File: config.mk
export PLATFORM = sky130hd
export DESIGN_NAME = adc_readout_ctrl
export DESIGN_NICKNAME = d
export VERILOG_FILES = /design/src/rtl/adc_rd_pkg.sv /design/src/rtl/adc_half_tick.sv /design/src/rtl/adc_lane_shift.sv /design/src/rtl/adc_chan_bank.sv /design/src/rtl/adc_readout_ctrl.sv
export SDC_FILE = /design/constraint.sdc
export NUM_CORES = 1
export LEC_CHECK = 0
export BUFFER_PORTS_ARGS = -buffer_cell sky130_fd_sc_hd__buf_2
export CORE_ASPECT_RATIO = 0.5
export CORE_MARGIN = 2
export CORE_UTILIZATION = 30
export DETAILED_ROUTE_END_ITERATION = 12
export HOLD_SLACK_MARGIN = 0.08
export MAX_ROUTING_LAYER = met4
export PLACE_DENSITY = 0.52
export SLEW_MARGIN = 30
export SYNTH_ARGS = -nofsm -noshare
export SYNTH_HDL_FRONTEND = slang
export SYNTH_HIERARCHICAL = 1
export SYNTH_SLANG_ARGS = --single-unit
File: constraint.sdc
create_clock -name clk -period 6.5 [get_ports clk]
set_input_delay 0.65 -clock clk [delete_from_list [all_inputs] [get_ports clk]]
set_output_delay 0.65 -clock clk [all_outputs]
set_load 0.005 [all_outputs]
File: src/rtl/adc_rd_pkg.sv
package adc_rd_pkg;

  typedef enum logic [1:0] {ST_IDLE, ST_RUN, ST_GAP} rd_state_e;

  // index of the final word of a frame
  function automatic int last_word(input logic dual, input int nch);
    return dual ? (nch / 2 - 1) : (nch - 1);
  endfunction

  // destination channel (zero based) of a word from a lane
  function automatic int dest_chan(input logic on_b, input int idx, input int nch);
    return on_b ? (idx + nch / 2) : idx;
  endfunction

endpackage

File: src/rtl/adc_half_tick.sv
module adc_half_tick #(
  parameter int HALF = 2
) (
  input  logic clk,
  input  logic rst_n,
  input  logic run,
  output logic tick
);
  localparam int CW = (HALF > 1) ? $clog2(HALF) : 1;

  logic [CW-1:0] cnt;

  assign tick = run && (cnt == CW'(HALF - 1));

  always_ff @(posedge clk) begin
    if (!rst_n)             cnt <= '0;
    else if (!run || tick)  cnt <= '0;
    else                    cnt <= cnt + 1'b1;
  end
endmodule

File: src/rtl/adc_lane_shift.sv
module adc_lane_shift #(
  parameter int WORD_W = 16
) (
  input  logic              clk,
  input  logic              rst_n,
  input  logic              shift,
  input  logic              din_a,
  input  logic              din_b,
  output logic [WORD_W-1:0] word_a,
  output logic [WORD_W-1:0] word_b
);
  logic [WORD_W-2:0] sh_a, sh_b;

  assign word_a = {sh_a, din_a};
  assign word_b = {sh_b, din_b};

  always_ff @(posedge clk) begin
    if (!rst_n) begin
      sh_a <= '0;
      sh_b <= '0;
    end else if (shift) begin
      sh_a <= word_a[WORD_W-2:0];
      sh_b <= word_b[WORD_W-2:0];
    end
  end
endmodule

File: src/rtl/adc_chan_bank.sv
module adc_chan_bank #(
  parameter int NCH    = 8,
  parameter int WORD_W = 16,
  parameter int WCW    = 3
) (
  input  logic                  clk,
  input  logic                  rst_n,
  input  logic                  wr_a,
  input  logic                  wr_b,
  input  logic [WCW-1:0]        idx,
  input  logic [WORD_W-1:0]     data_a,
  input  logic [WORD_W-1:0]     data_b,
  output logic [NCH*WORD_W-1:0] ch_data
);
  int dst_a, dst_b;

  always_comb begin
    dst_a = adc_rd_pkg::dest_chan(1'b0, int'(idx), NCH);
    dst_b = adc_rd_pkg::dest_chan(1'b1, int'(idx), NCH);
  end

  for (genvar c = 0; c < NCH; c++) begin : g_ch
    always_ff @(posedge clk) begin
      if (!rst_n)                   ch_data[c*WORD_W +: WORD_W] <= '0;
      else if (wr_a && dst_a == c)  ch_data[c*WORD_W +: WORD_W] <= data_a;
      else if (wr_b && dst_b == c)  ch_data[c*WORD_W +: WORD_W] <= data_b;
    end
  end
endmodule

File: src/rtl/adc_readout_ctrl.sv
module adc_readout_ctrl
  import adc_rd_pkg::*;
#(
  parameter int DIV    = 4,
  parameter int WORD_W = 16,
  parameter int NCH    = 8
) (
  input  logic                  clk,
  input  logic                  rst_n,
  input  logic                  start,
  input  logic                  dual_lane,
  input  logic                  cs_gap,
  input  logic                  lane_a,
  input  logic                  lane_b,
  input  logic                  first_flag,
  output logic                  cs_n,
  output logic                  sclk,
  output logic [NCH*WORD_W-1:0] ch_data,
  output logic                  done,
  output logic                  align_err
);
  localparam int HALF = DIV / 2;
  localparam int BCW  = $clog2(WORD_W);
  localparam int WCW  = (NCH > 2) ? $clog2(NCH) : 1;

  rd_state_e      state;
  logic [BCW-1:0] bit_cnt;
  logic [WCW-1:0] word_cnt;
  logic           fin_q, dual_q, gap_q;
  logic           tick;

  // named events for the checker
  logic busy, fall_evt, rise_evt, word_end, last_w, frame_end, first_word;
  logic [WORD_W-1:0] word_a, word_b;

  assign busy       = (state != ST_IDLE);
  assign fall_evt   = (state == ST_RUN) && tick && sclk;
  assign rise_evt   = (state == ST_RUN) && tick && !sclk;
  assign word_end   = fall_evt && (bit_cnt == BCW'(WORD_W - 1));
  assign last_w     = (word_cnt == WCW'(last_word(dual_q, NCH)));
  assign frame_end  = rise_evt && fin_q && last_w;
  assign first_word = (word_cnt == '0);

  adc_half_tick #(.HALF(HALF)) u_tick (
    .clk(clk), .rst_n(rst_n), .run(busy), .tick(tick)
  );

  adc_lane_shift #(.WORD_W(WORD_W)) u_shift (
    .clk(clk), .rst_n(rst_n), .shift(fall_evt),
    .din_a(lane_a), .din_b(lane_b), .word_a(word_a), .word_b(word_b)
  );

  adc_chan_bank #(.NCH(NCH), .WORD_W(WORD_W), .WCW(WCW)) u_bank (
    .clk(clk), .rst_n(rst_n), .wr_a(word_end), .wr_b(word_end && dual_q),
    .idx(word_cnt), .data_a(word_a), .data_b(word_b), .ch_data(ch_data)
  );

  always_ff @(posedge clk) begin
    if (!rst_n) begin
      state     <= ST_IDLE;
      cs_n      <= 1'b1;
      sclk      <= 1'b1;
      bit_cnt   <= '0;
      word_cnt  <= '0;
      fin_q     <= 1'b0;
      dual_q    <= 1'b0;
      gap_q     <= 1'b0;
      done      <= 1'b0;
      align_err <= 1'b0;
    end else begin
      done <= 1'b0;
      unique case (state)
        ST_IDLE: if (start) begin
          state     <= ST_RUN;
          cs_n      <= 1'b0;
          sclk      <= 1'b1;
          bit_cnt   <= '0;
          word_cnt  <= '0;
          fin_q     <= 1'b0;
          align_err <= 1'b0;
          dual_q    <= dual_lane;
          gap_q     <= cs_gap;
        end
        ST_RUN: if (tick) begin
          if (sclk) begin
            sclk    <= 1'b0;
            fin_q   <= (bit_cnt == BCW'(WORD_W - 1));
            bit_cnt <= (bit_cnt == BCW'(WORD_W - 1)) ? '0 : bit_cnt + 1'b1;
            if (first_word && !first_flag) align_err <= 1'b1;
          end else begin
            sclk  <= 1'b1;
            fin_q <= 1'b0;
            if (fin_q) begin
              if (last_w) begin
                state <= ST_IDLE;
                cs_n  <= 1'b1;
                done  <= 1'b1;
              end else begin
                word_cnt <= word_cnt + 1'b1;
                if (gap_q) begin
                  state <= ST_GAP;
                  cs_n  <= 1'b1;
                end
              end
            end
          end
        end
        ST_GAP: if (tick) begin
          state <= ST_RUN;
          cs_n  <= 1'b0;
        end
        default: state <= ST_IDLE;
      endcase
    end
  end
endmodule

==> impl_metrics.json, run 1 <==
{
  "ir_worst_vdd_v": 0.000145,
  "maxCapViolCount": 0,
  "maxSlewHeadroom_pct": 43.7,
  "r2r-start": "state[1]",
  "cts_buffers": 17,
  "start_util_pct": 30.9,
  "r2r_slack_ns": 2.66,
  "antenna_found_initial": 0,
  "synthTopCellsByCount": "nand2_1, dfxtp_1, a21oi_1, a311oi_1, nor2b_1",
  "cp-start-kind": "flip-flop",
  "fmax_ghz": 0.260,
  "ys_ff_latch": 175,
  "grtUsageTotal_pct": 17.4,
  "wl_mm": 23.4,
  "hold_end": "u_bank/ch_data[41]",
  "ys_warn_count": 6,
  "postCtsSetupRepairBufs": 0,
  "worstPathArrival_ns": 4.10,
  "synth.cell_area_um2": 7860,
  "hold_class": "reg -> reg",
  "hold_viol": 0,
  "drtAntennaViolNets": 0,
  "synth_cell_type_count": 58,
  "setup_violations": 0,
  "seq_area_um2": 3500,
  "finalClockSkew_ns": 0.0142,
  "clockRootBuffer": "clkbuf_16",
  "leakage_uw": 0.00309,
  "ioPinCount": 140,
  "p_clk_share_pct": 47.7,
  "cts.repair.resized": 0,
  "synth.most_common_cell": "nand2_1",
  "drive_gt1_share_pct": 20.8,
  "synth_area_per_cell_um2": 8.79,
  "clkLatencyLatePin_ns": 0.43,
  "dp_hpwl_mm": 15.9,
  "final_area_um2": 8810,
  "synth_edf_count": 0,
  "finalMaxSlewViolations": 0,
  "p_sw_uw": 477,
  "core_area_um2": 25400,
  "period_needed_ns": 3.84,
  "power_frac_seq_pct": 49.4,
  "grt_pass1_vias": 6081,
  "min_path_cells": 2,
  "clkSlewWorstSetupHoldPaths_ns": 0.06,
  "post_drt_wl_per_cell_um": 17.8,
  "grt_max_degree": 69,
  "antennaDiodeCount": 0,
  "syn-num-nets": 905,
  "netlist.area_leader.share_pct": 44.6,
  "combPwrFrac_pct": 2.8,
  "reg2reg_depth": 8,
  "tns_ns": 0,
  "holdBufCountCts": 0,
  "die-area_um2": 27600,
  "postSynthCellCount": 894,
  "num_vias": 6566,
  "grt_pass1_wl_mm": 35.8,
  "synthFlopType": "dfxtp_1",
  "pre_cts_ws_ns": 2.44,
  "status": "complete, no violations",
  "dr.pass1.iters": 4,
  "worst_slack_ns": 2.66,
  "cts_tree": "done",
  "grt-ovfl-total": 0,
  "place_congestion": 0.842,
  "worstMarginPinSlew_ns": 0.841,
  "rows": 41,
  "synth_top_area_cell": "dfxtp_1",
  "drcViolationCount": 0,
  "holdCritStartpoint": "u_bank/ch_data[41]",
  "end_kind": "flip-flop",
  "critPathRequiredTime_ns": 6.76,
  "synthTopCellsByArea": "dfxtp_1, nand2_1, a21oi_1",
  "critical_path_class": "reg -> reg",
  "min_period_over_period_pct": 59.1,
  "path_max_fanout": 68,
  "htree_levels": 4,
  "power_density_nw_per_um2": 249,
  "die_y_um": 118,
  "die_w_um": 233,
  "swShare_pct": 21.7,
  "via_per_inst": 4.99,
  "final_nets": 970,
  "areaGrowthSynthToFinish_pct": 12.1,
  "drtIter0Drc": 436,
  "multiInputGateArea_um2": 3520,
  "synth-async-reset-ratio_pct": 0,
  "port_buffers": 139,
  "post_dp_cell_area_um2": 8200,
  "fill_cells": 2706,
  "cts_sinks": 175,
  "power.internal_uw": 1720,
  "rsz0062_at_grt": "no",
  "worstReg2RegEnd": "u_bank/ch_data[77]",
  "clock_path_buffers": 2,
  "ys_seq_area_share_pct": 44.6
}
## registers in the layout (all words and copies together) (netlist names), 2 cells and up
signal and flops:
bit_cnt 4, u_shift/sh_b 15, word_cnt 3, u_bank/ch_data 128, state 2, u_shift/sh_a 15
## worst max-delay path, cell delays in order, from the launching register on
cell and delay (ns):
dfxtp_1 0.58, or2_2 0.19, and2_2 0.23, nand4b_1 0.22
nor2_2 0.59, and2_1 0.22, mux2_4 0.65, and2_1 0.77
a311oi_2 0.21
## how the worst max path moves through the flow
stage	cells after the start	from	slack (ns)	endpoint
2_1_floorplan	12	state[1]	4.00	u_bank/ch_data[85]
3_3_place_gp	8	state[1]	2.60	u_bank/ch_data[70]
3_5_place_dp	8	state[1]	2.44	u_bank/ch_data[77]
4_1_cts	8	state[1]	2.43	u_bank/ch_data[77]
5_1_grt	8	state[1]	2.33	u_bank/ch_data[77]
6_report	8	state[1]	2.66	u_bank/ch_data[77]
## cell type report
cell class              count  area share [%]
clock buffers              20            5.19
clock inverters            11            1.58
inverters                   7           0.327
multi-input cells         614            39.9
flip-flops and latches    175            39.8
well taps                 344            4.89
repair buffers            144            8.33
## stage by stage
| stage | total power [uW] | hold slack (ns) | utilization [%] | instances |
|---|---|---|---|---|
| 6_report | 2200 | 0.452 | 34.6 | 1315 |
| 5_1_grt | 2270 | 0.473 | 34.6 | 1315 |
| 4_1_cts | 2220 | 0.454 | 34.6 | 1314 |
| 3_5_place_dp | 1170 | 0.445 | 32.2 | 1283 |
| 3_3_place_gp | 1170 | 0.440 | 32.2 | 1283 |
| 2_1_floorplan | 1160 | 0.445 | - | 894 |
## cells by family (layout without fill, tap and decap cells)
family | count (synthesis) | in the layout | share of synthesized area, %
AO/OA/AOI/OAI | 224 | 224 | 19.1
XOR/XNOR | 1 | 1 | 0.111
adder cells (fa/ha/maj) | 3 | 3 | 0.478
buffers and inverters | 105 | 182 | 10.8
flip-flops | 175 | 175 | 44.6
multiplexers | 33 | 33 | 4.28
AND/OR/NAND/NOR | 353 | 353 | 20.7
## power by group through the flow
| stage | registers, uW | clock network (uW) | logic, uW |
|---|---|---|---|
| after detailed placement | 1110 | 0 | 61.7 |
| final | 1090 | 1050 | 61.7 |
| after floorplan | 1100 | 0 | 53.6 |
| after CTS | 1090 | 1070 | 61.9 |
| after global placement | 1110 | 0 | 61.5 |
| after global routing | 1090 | 1120 | 68.3 |
## routing by layer
| layer | share of wire (%) | vias up | global-route usage, % |
|---|---|---|---|
| met1 | 46 | 3220 | 22.2 |
| met3 | 3.0 | 31 | 2.87 |
| met4 | 2.1 | 0 | 5.93 |
| met2 | 49 | 111 | 28.1 |
| li1 | - | 3204 | - |
| met5 | 0 | - | - |
## cell usage in the layout, fill, tap and decap left out, types with 2 or more instances in the layout
cell type	n
a21oi_1	132
and2_1	6
and4bb_2	3
a21o_1	3
nor2_1	6
nor2b_1	36
and4b_1	3
a311oi_1	51
inv_1	6
clkbuf_8	2
clkbuf_16	17
o21ai_0	10
buf_4	5
nand4b_1	3
ha_1	3
clkinvlp_4	2
a311oi_2	13
clkinv_2	5
mux2i_1	31
nand3_1	5
bufinv_16	3
dfxtp_1	175
nor2b_2	2
buf_2	139
a21boi_0	3
or3_1	2
nand4b_2	2
and4_1	2
nand4bb_1	3
nand2_1	266
(Power assumes the default switching activity.)
==> run 2, diff against run 1 <==
==> constraint.sdc (replaced) <==
create_clock -name clk -period 3.9 [get_ports clk]
set_input_delay 0.39 -clock clk [delete_from_list [all_inputs] [get_ports clk]]
set_output_delay 0.39 -clock clk [all_outputs]
set_load 0.005 [all_outputs]
==> run 2 against run 1 <==
Sequential share of layout area fell by 0.24 points. Clock-buffer cell count rose by 2. Die area did not move. Final cell count rose by 0.38%. First-iteration DRC count fell by 5.5%.
==> impl_metrics.json, run 2 (synthesis results as in run 1) <==
{
  "status": "complete, no violations",
  "power_frac_seq_pct": 49.0,
  "power_density_nw_per_um2": 417,
  "place_congestion": 0.842,
  "antenna_found_initial": 0,
  "dr.pass1.iters": 5,
  "rsz0062_at_grt": "no",
  "fmax_ghz": 0.304,
  "worst_slack_ns": 0.606,
  "die_y_um": 118,
  "clock_path_buffers": 2,
  "finalMaxSlewViolations": 0,
  "grt_pass1_wl_mm": 35.7,
  "cp-start-kind": "flip-flop",
  "grt-ovfl-total": 0,
  "wl_mm": 23.5,
  "final_cell_mix": "nand2_1, dfxtp_1, buf_2",
  "die_w_um": 233,
  "slowest_delay_ns": 0.74,
  "die-area_um2": 27600,
  "via_per_inst": 5.02,
  "ioPinCount": 140,
  "maxCapViolCount": 0,
  "tns_ns": 0,
  "p_clk_share_pct": 48.2,
  "critical_path_class": "reg -> reg",
  "dp_hpwl_mm": 16.0,
  "route.met2.wl_mm": 11.3,
  "core_area_um2": 25400,
  "critPathRequiredTime_ns": 4.16,
  "cts_buffers": 17,
  "m1WireLength_mm": 10.6,
  "cp_cell_sequence": "or2_2 -> and2_2 -> nand4b_1 -> nor2_1 -> buf_4 -> and2_1 -> mux2_4 -> and2_1 -> a311oi_2",
  "start_util_pct": 30.9,
  "post_drt_wl_per_cell_um": 17.8,
  "end_kind": "flip-flop",
  "grtUsageTotal_pct": 17.2,
  "ir_worst_vdd_v": 0.000278,
  "cts_tree": "done",
  "combPwrFrac_pct": 2.8,
  "layout_commonest_cell": "nand2_1",
  "port_buffers": 139,
  "crit_top_cell": "and2_1",
  "swShare_pct": 21.8,
  "pre_cts_ws_ns": 0.665,
  "reg.largest.list": "u_bank/ch_data (128), u_shift/sh_a (15), u_shift/sh_b (15)",
  "finalClockSkew_ns": 0.00871,
  "max_flop_register": "u_bank/ch_data",
  "clkSlewWorstSetupHoldPaths_ns": 0.07,
  "cts.repair.resized": 0,
  "largest_reg_flops": 128,
  "num_vias": 6620,
  "path_max_fanout": 38,
  "cts_sinks": 175,
  "grt_max_degree": 90,
  "wl_met3_um": 984,
  "maxSlewHeadroom_pct": 40.8,
  "postCtsSetupRepairBufs": 0,
  "drtIter0Drc": 412,
  "worstMarginPinSlew_ns": 0.887,
  "worstPathArrival_ns": 3.56,
  "grt_pass1_vias": 6241,
  "htree_levels": 4,
  "leakage_uw": 0.00312,
  "drive_gt1_share_pct": 20.9,
  "hold_viol": 0,
  "routed.top_layer": "met4",
  "areaGrowthSynthToFinish_pct": 12.7,
  "drcViolationCount": 0,
  "p_sw_uw": 807,
  "timing.hold.ws_ns": 0.216,
  "antennaDiodeCount": 0,
  "cp_slowest_cell": "and2_1",
  "min_period_over_period_pct": 84.5,
  "holdBufCountCts": 0,
  "setup_violations": 0,
  "hold_class": "in -> reg",
  "power.internal_uw": 2890,
  "rows": 41,
  "drtAntennaViolNets": 0,
  "final_nets": 974,
  "clkLatencyLatePin_ns": 0.43,
  "period_needed_ns": 3.29,
  "clockRootBuffer": "clkbuf_16"
}
run 2: cell types whose count changed in the layout (fill, tap and decap cells not counted), sizes merged:
cell and change:
clkinv -1, clkbuf +2, buf +4
run 2: per-layer routing:
metal  vias up  GRT usage, %
met5         -             -
met4         0          6.57
met3        40          3.38
met2       167          27.7
met1      3199          21.4
li1       3214             -
run 2: worst paths after layout:
path	start	endpoint	slack, ns	depth (start not counted)
min	dual_lane	dual_q	0.22	3
min reg2reg	u_bank/ch_data[25]	u_bank/ch_data[25]	0.45	2
max	state[1]	u_bank/ch_data[73]	0.61	9
max reg2reg	state[1]	u_bank/ch_data[73]	0.61	9
run 2: power groups by stage:
stage | clock [uW] | sequential (uW) | combinational [uW]
floorplan | 0 | 1840 | 89.4
global placement | 0 | 1850 | 104
detailed placement | 0 | 1850 | 104
CTS | 1810 | 1810 | 104
global route | 1880 | 1810 | 115
finish | 1780 | 1810 | 105
run 2: area by class of cell:
| cell class | instances | area, um2 |
|---|---|---|
| tap | 344 | 430 |
| multi-input combinational | 614 | 3510 |
| sequential | 175 | 3500 |
| fill | 2674 | 16600 |
| inverter | 7 | 31.3 |
| clock inverter | 10 | 134 |
| timing repair buffer | 148 | 776 |
| clock buffer | 22 | 474 |
run 2: worst max-delay path: cells and delay by family, from the launching register on:
kind                   cells  cell delay [ns]
buffers and inverters      1             0.22
AOI/OAI and AO/OA          1             0.20
muxes                      1             0.43
DFF                        1             0.59
and+or+nand+nor            6             1.67
run 2: per-stage QoR:
step / power (uW) / area, um2 / cells / utilization, %
finish: 3700 / 8860 / 1320 / 34.8
global route: 3810 / 8860 / 1320 / 34.8
CTS: 3730 / 8860 / 1320 / 34.8
detailed placement: 1950 / 8250 / 1288 / 32.4
global placement: 1950 / 8250 / 1288 / 32.4
floorplan: 1930 / 7860 / 894 / -
==> run 3, diff against run 2 <==
==> constraint.sdc (replaced) <==
create_clock -name clk -period 3.3 [get_ports clk]
set_input_delay 0.33 -clock clk [delete_from_list [all_inputs] [get_ports clk]]
set_output_delay 0.33 -clock clk [all_outputs]
set_load 0.005 [all_outputs]
==> run 3 against run 2 <==
Worst setup slack worse by 0.25 ns. Largest power group unchanged. Total power rose by 16%. Final cell count rose by 0.38%. Clock-buffer cell count unchanged. Global-route usage rose by 0.33 points. Critical path depth down 1. Design area about the same. Flip-flop and latch count did not move. Worst hold slack worse by 0.062 ns. Routed wire length fell by 0.53%. Sequential share of layout area is essentially flat. Via count barely moved.
==> impl_metrics.json, run 3 (synthesis results as in run 1) <==
{
  "grt_pass1_wl_mm": 36.3,
  "via_per_inst": 4.99,
  "final_area_um2": 8870,
  "dr.pass1.iters": 5,
  "reg.largest.list": "u_bank/ch_data (128), u_shift/sh_a (15), u_shift/sh_b (15)",
  "totalPowerFinal_uw": 4300,
  "grt-ovfl-total": 0,
  "post_drt_wl_per_cell_um": 17.6,
  "hold_viol": 0,
  "die-area_um2": 27600,
  "antenna_found_initial": 0,
  "crit_top_cell": "and2_1",
  "worstPathArrival_ns": 3.21,
  "die_w_um": 233,
  "grt_pass1_vias": 6221,
  "timing.hold.ws_ns": 0.154,
  "cp_top_family": "simple AND/OR/NAND/NOR gates",
  "num_vias": 6615,
  "combPwrFrac_pct": 2.9,
  "swShare_pct": 21.9,
  "p_clk_share_pct": 47.4,
  "die_y_um": 118,
  "drtIter0Drc": 374,
  "end_kind": "flip-flop",
  "fin_cells": 1325,
  "htree_levels": 4,
  "cp-start-kind": "flip-flop",
  "wl_mm": 23.4,
  "clkLatencyLatePin_ns": 0.43,
  "dp_cells": 1293,
  "cp_slowest_cell": "and2_1",
  "max_flop_register": "u_bank/ch_data",
  "seq_area_um2": 3500,
  "period_needed_ns": 2.94,
  "finalClockSkew_ns": 0.0111,
  "fill_cells": 2658,
  "post_dp_cell_area_um2": 8270,
  "p_sw_uw": 943,
  "drive_gt1_share_pct": 21.5,
  "maxCapViolCount": 0,
  "maxSlewHeadroom_pct": 46.8,
  "finalMaxSlewViolations": 0,
  "start_util_pct": 30.9,
  "leakage_uw": 0.00314,
  "multiInputGateArea_um2": 3510,
  "clock_path_buffers": 2,
  "clockRootBuffer": "clkbuf_16",
  "power_frac_seq_pct": 49.7,
  "status": "complete, no violations",
  "dp_hpwl_mm": 16.2,
  "tns_ns": 0,
  "antennaDiodeCount": 0,
  "port_buffers": 139,
  "drtAntennaViolNets": 0,
  "clkSlewWorstSetupHoldPaths_ns": 0.07,
  "hold_class": "in -> reg",
  "grt_max_degree": 69,
  "fmax_ghz": 0.340,
  "ioPinCount": 140,
  "power.internal_uw": 3360,
  "cts_sinks": 175,
  "worstMarginPinSlew_ns": 0.797,
  "place_congestion": 0.841,
  "grtUsageTotal_pct": 17.6,
  "ir_worst_vdd_v": 0.000225,
  "areaGrowthSynthToFinish_pct": 12.8,
  "cp_cell_sequence": "or2_2 -> and2_2 -> nand4b_1 -> nor2_1 -> and2_1 -> mux2_4 -> and2_1 -> a311oi_1",
  "path_max_fanout": 22,
  "critPathRequiredTime_ns": 3.57,
  "power_density_nw_per_um2": 485,
  "cts_tree": "done",
  "rsz0062_at_grt": "no",
  "layout_commonest_cell": "nand2_1",
  "drcViolationCount": 0,
  "path_buf_inv": 0,
  "setup_violations": 0,
  "critical_path_class": "reg -> reg",
  "holdBufCountCts": 0,
  "final_cell_mix": "nand2_1, dfxtp_1, buf_2",
  "rows": 41,
  "slowest_delay_ns": 0.60,
  "cts_buffers": 17,
  "largest_reg_flops": 128,
  "min_period_over_period_pct": 89.2,
  "core_area_um2": 25400,
  "final_nets": 979
}
[run 3: repair_timing]
action | 4_1_cts | 5_1_grt
endpoints found under the setup margin | 0 | 9
hold endpoints to repair | 0 | 0
buffers inserted | 0 | 0
gates resized for setup | 0 | 1
[run 3: worst reg2reg max path: stages (launching register included)]
cell	delay, ns
dfxtp_1	0.59
or2_2	0.20
and2_2	0.23
nand4b_1	0.19
nor2_1	0.29
and2_1	0.17
mux2_4	0.31
and2_1	0.61
a311oi_1	0.19
[run 3: routing by layer]
metal / vias up / share of wire [%] / GRT usage (%)
li1: 3225 / - / -
met1: 3214 / 45 / 21.7
met2: 139 / 49 / 28.4
met3: 37 / 3.1 / 2.97
met4: 0 / 2.5 / 7.48
met5: - / 0 / -
[run 3: final cells by class]
class	count	share of cell area, %
timing repair buffer	153	9.03
tap	344	4.85
sequential	175	39.5
clock buffer	22	5.46
clock inverter	10	1.23
multi-input combinational	614	39.6
inverter	7	0.324
[run 3: worst paths after layout]
check,startpoint,cells past startpoint,to,slack [ns]
worst max-delay path,state[1],8,u_bank/ch_data[85],0.36
worst min-delay path,dual_lane,3,dual_q,0.15
worst max register to register,state[1],8,u_bank/ch_data[85],0.36
worst min register to register,u_bank/ch_data[57],2,u_bank/ch_data[57],0.45
[run 3: through the flow]
step | utilization (%) | setup slack (ns)
after floorplan | - | 0.798
after global placement | 32.5 | 0.362
after detailed placement | 32.5 | 0.288
after CTS | 34.8 | 0.264
after global routing | 34.9 | 0.0934
final | 34.9 | 0.357
[run 3: power by group through the flow]
stage | Clock (uW) | Combinational [uW] | Sequential, uW
6_report | 2040 | 124 | 2140
5_1_grt | 2160 | 136 | 2140
4_1_cts | 2080 | 124 | 2140
3_5_place_dp | 0 | 124 | 2190
3_3_place_gp | 0 | 123 | 2190
2_1_floorplan | 0 | 106 | 2170
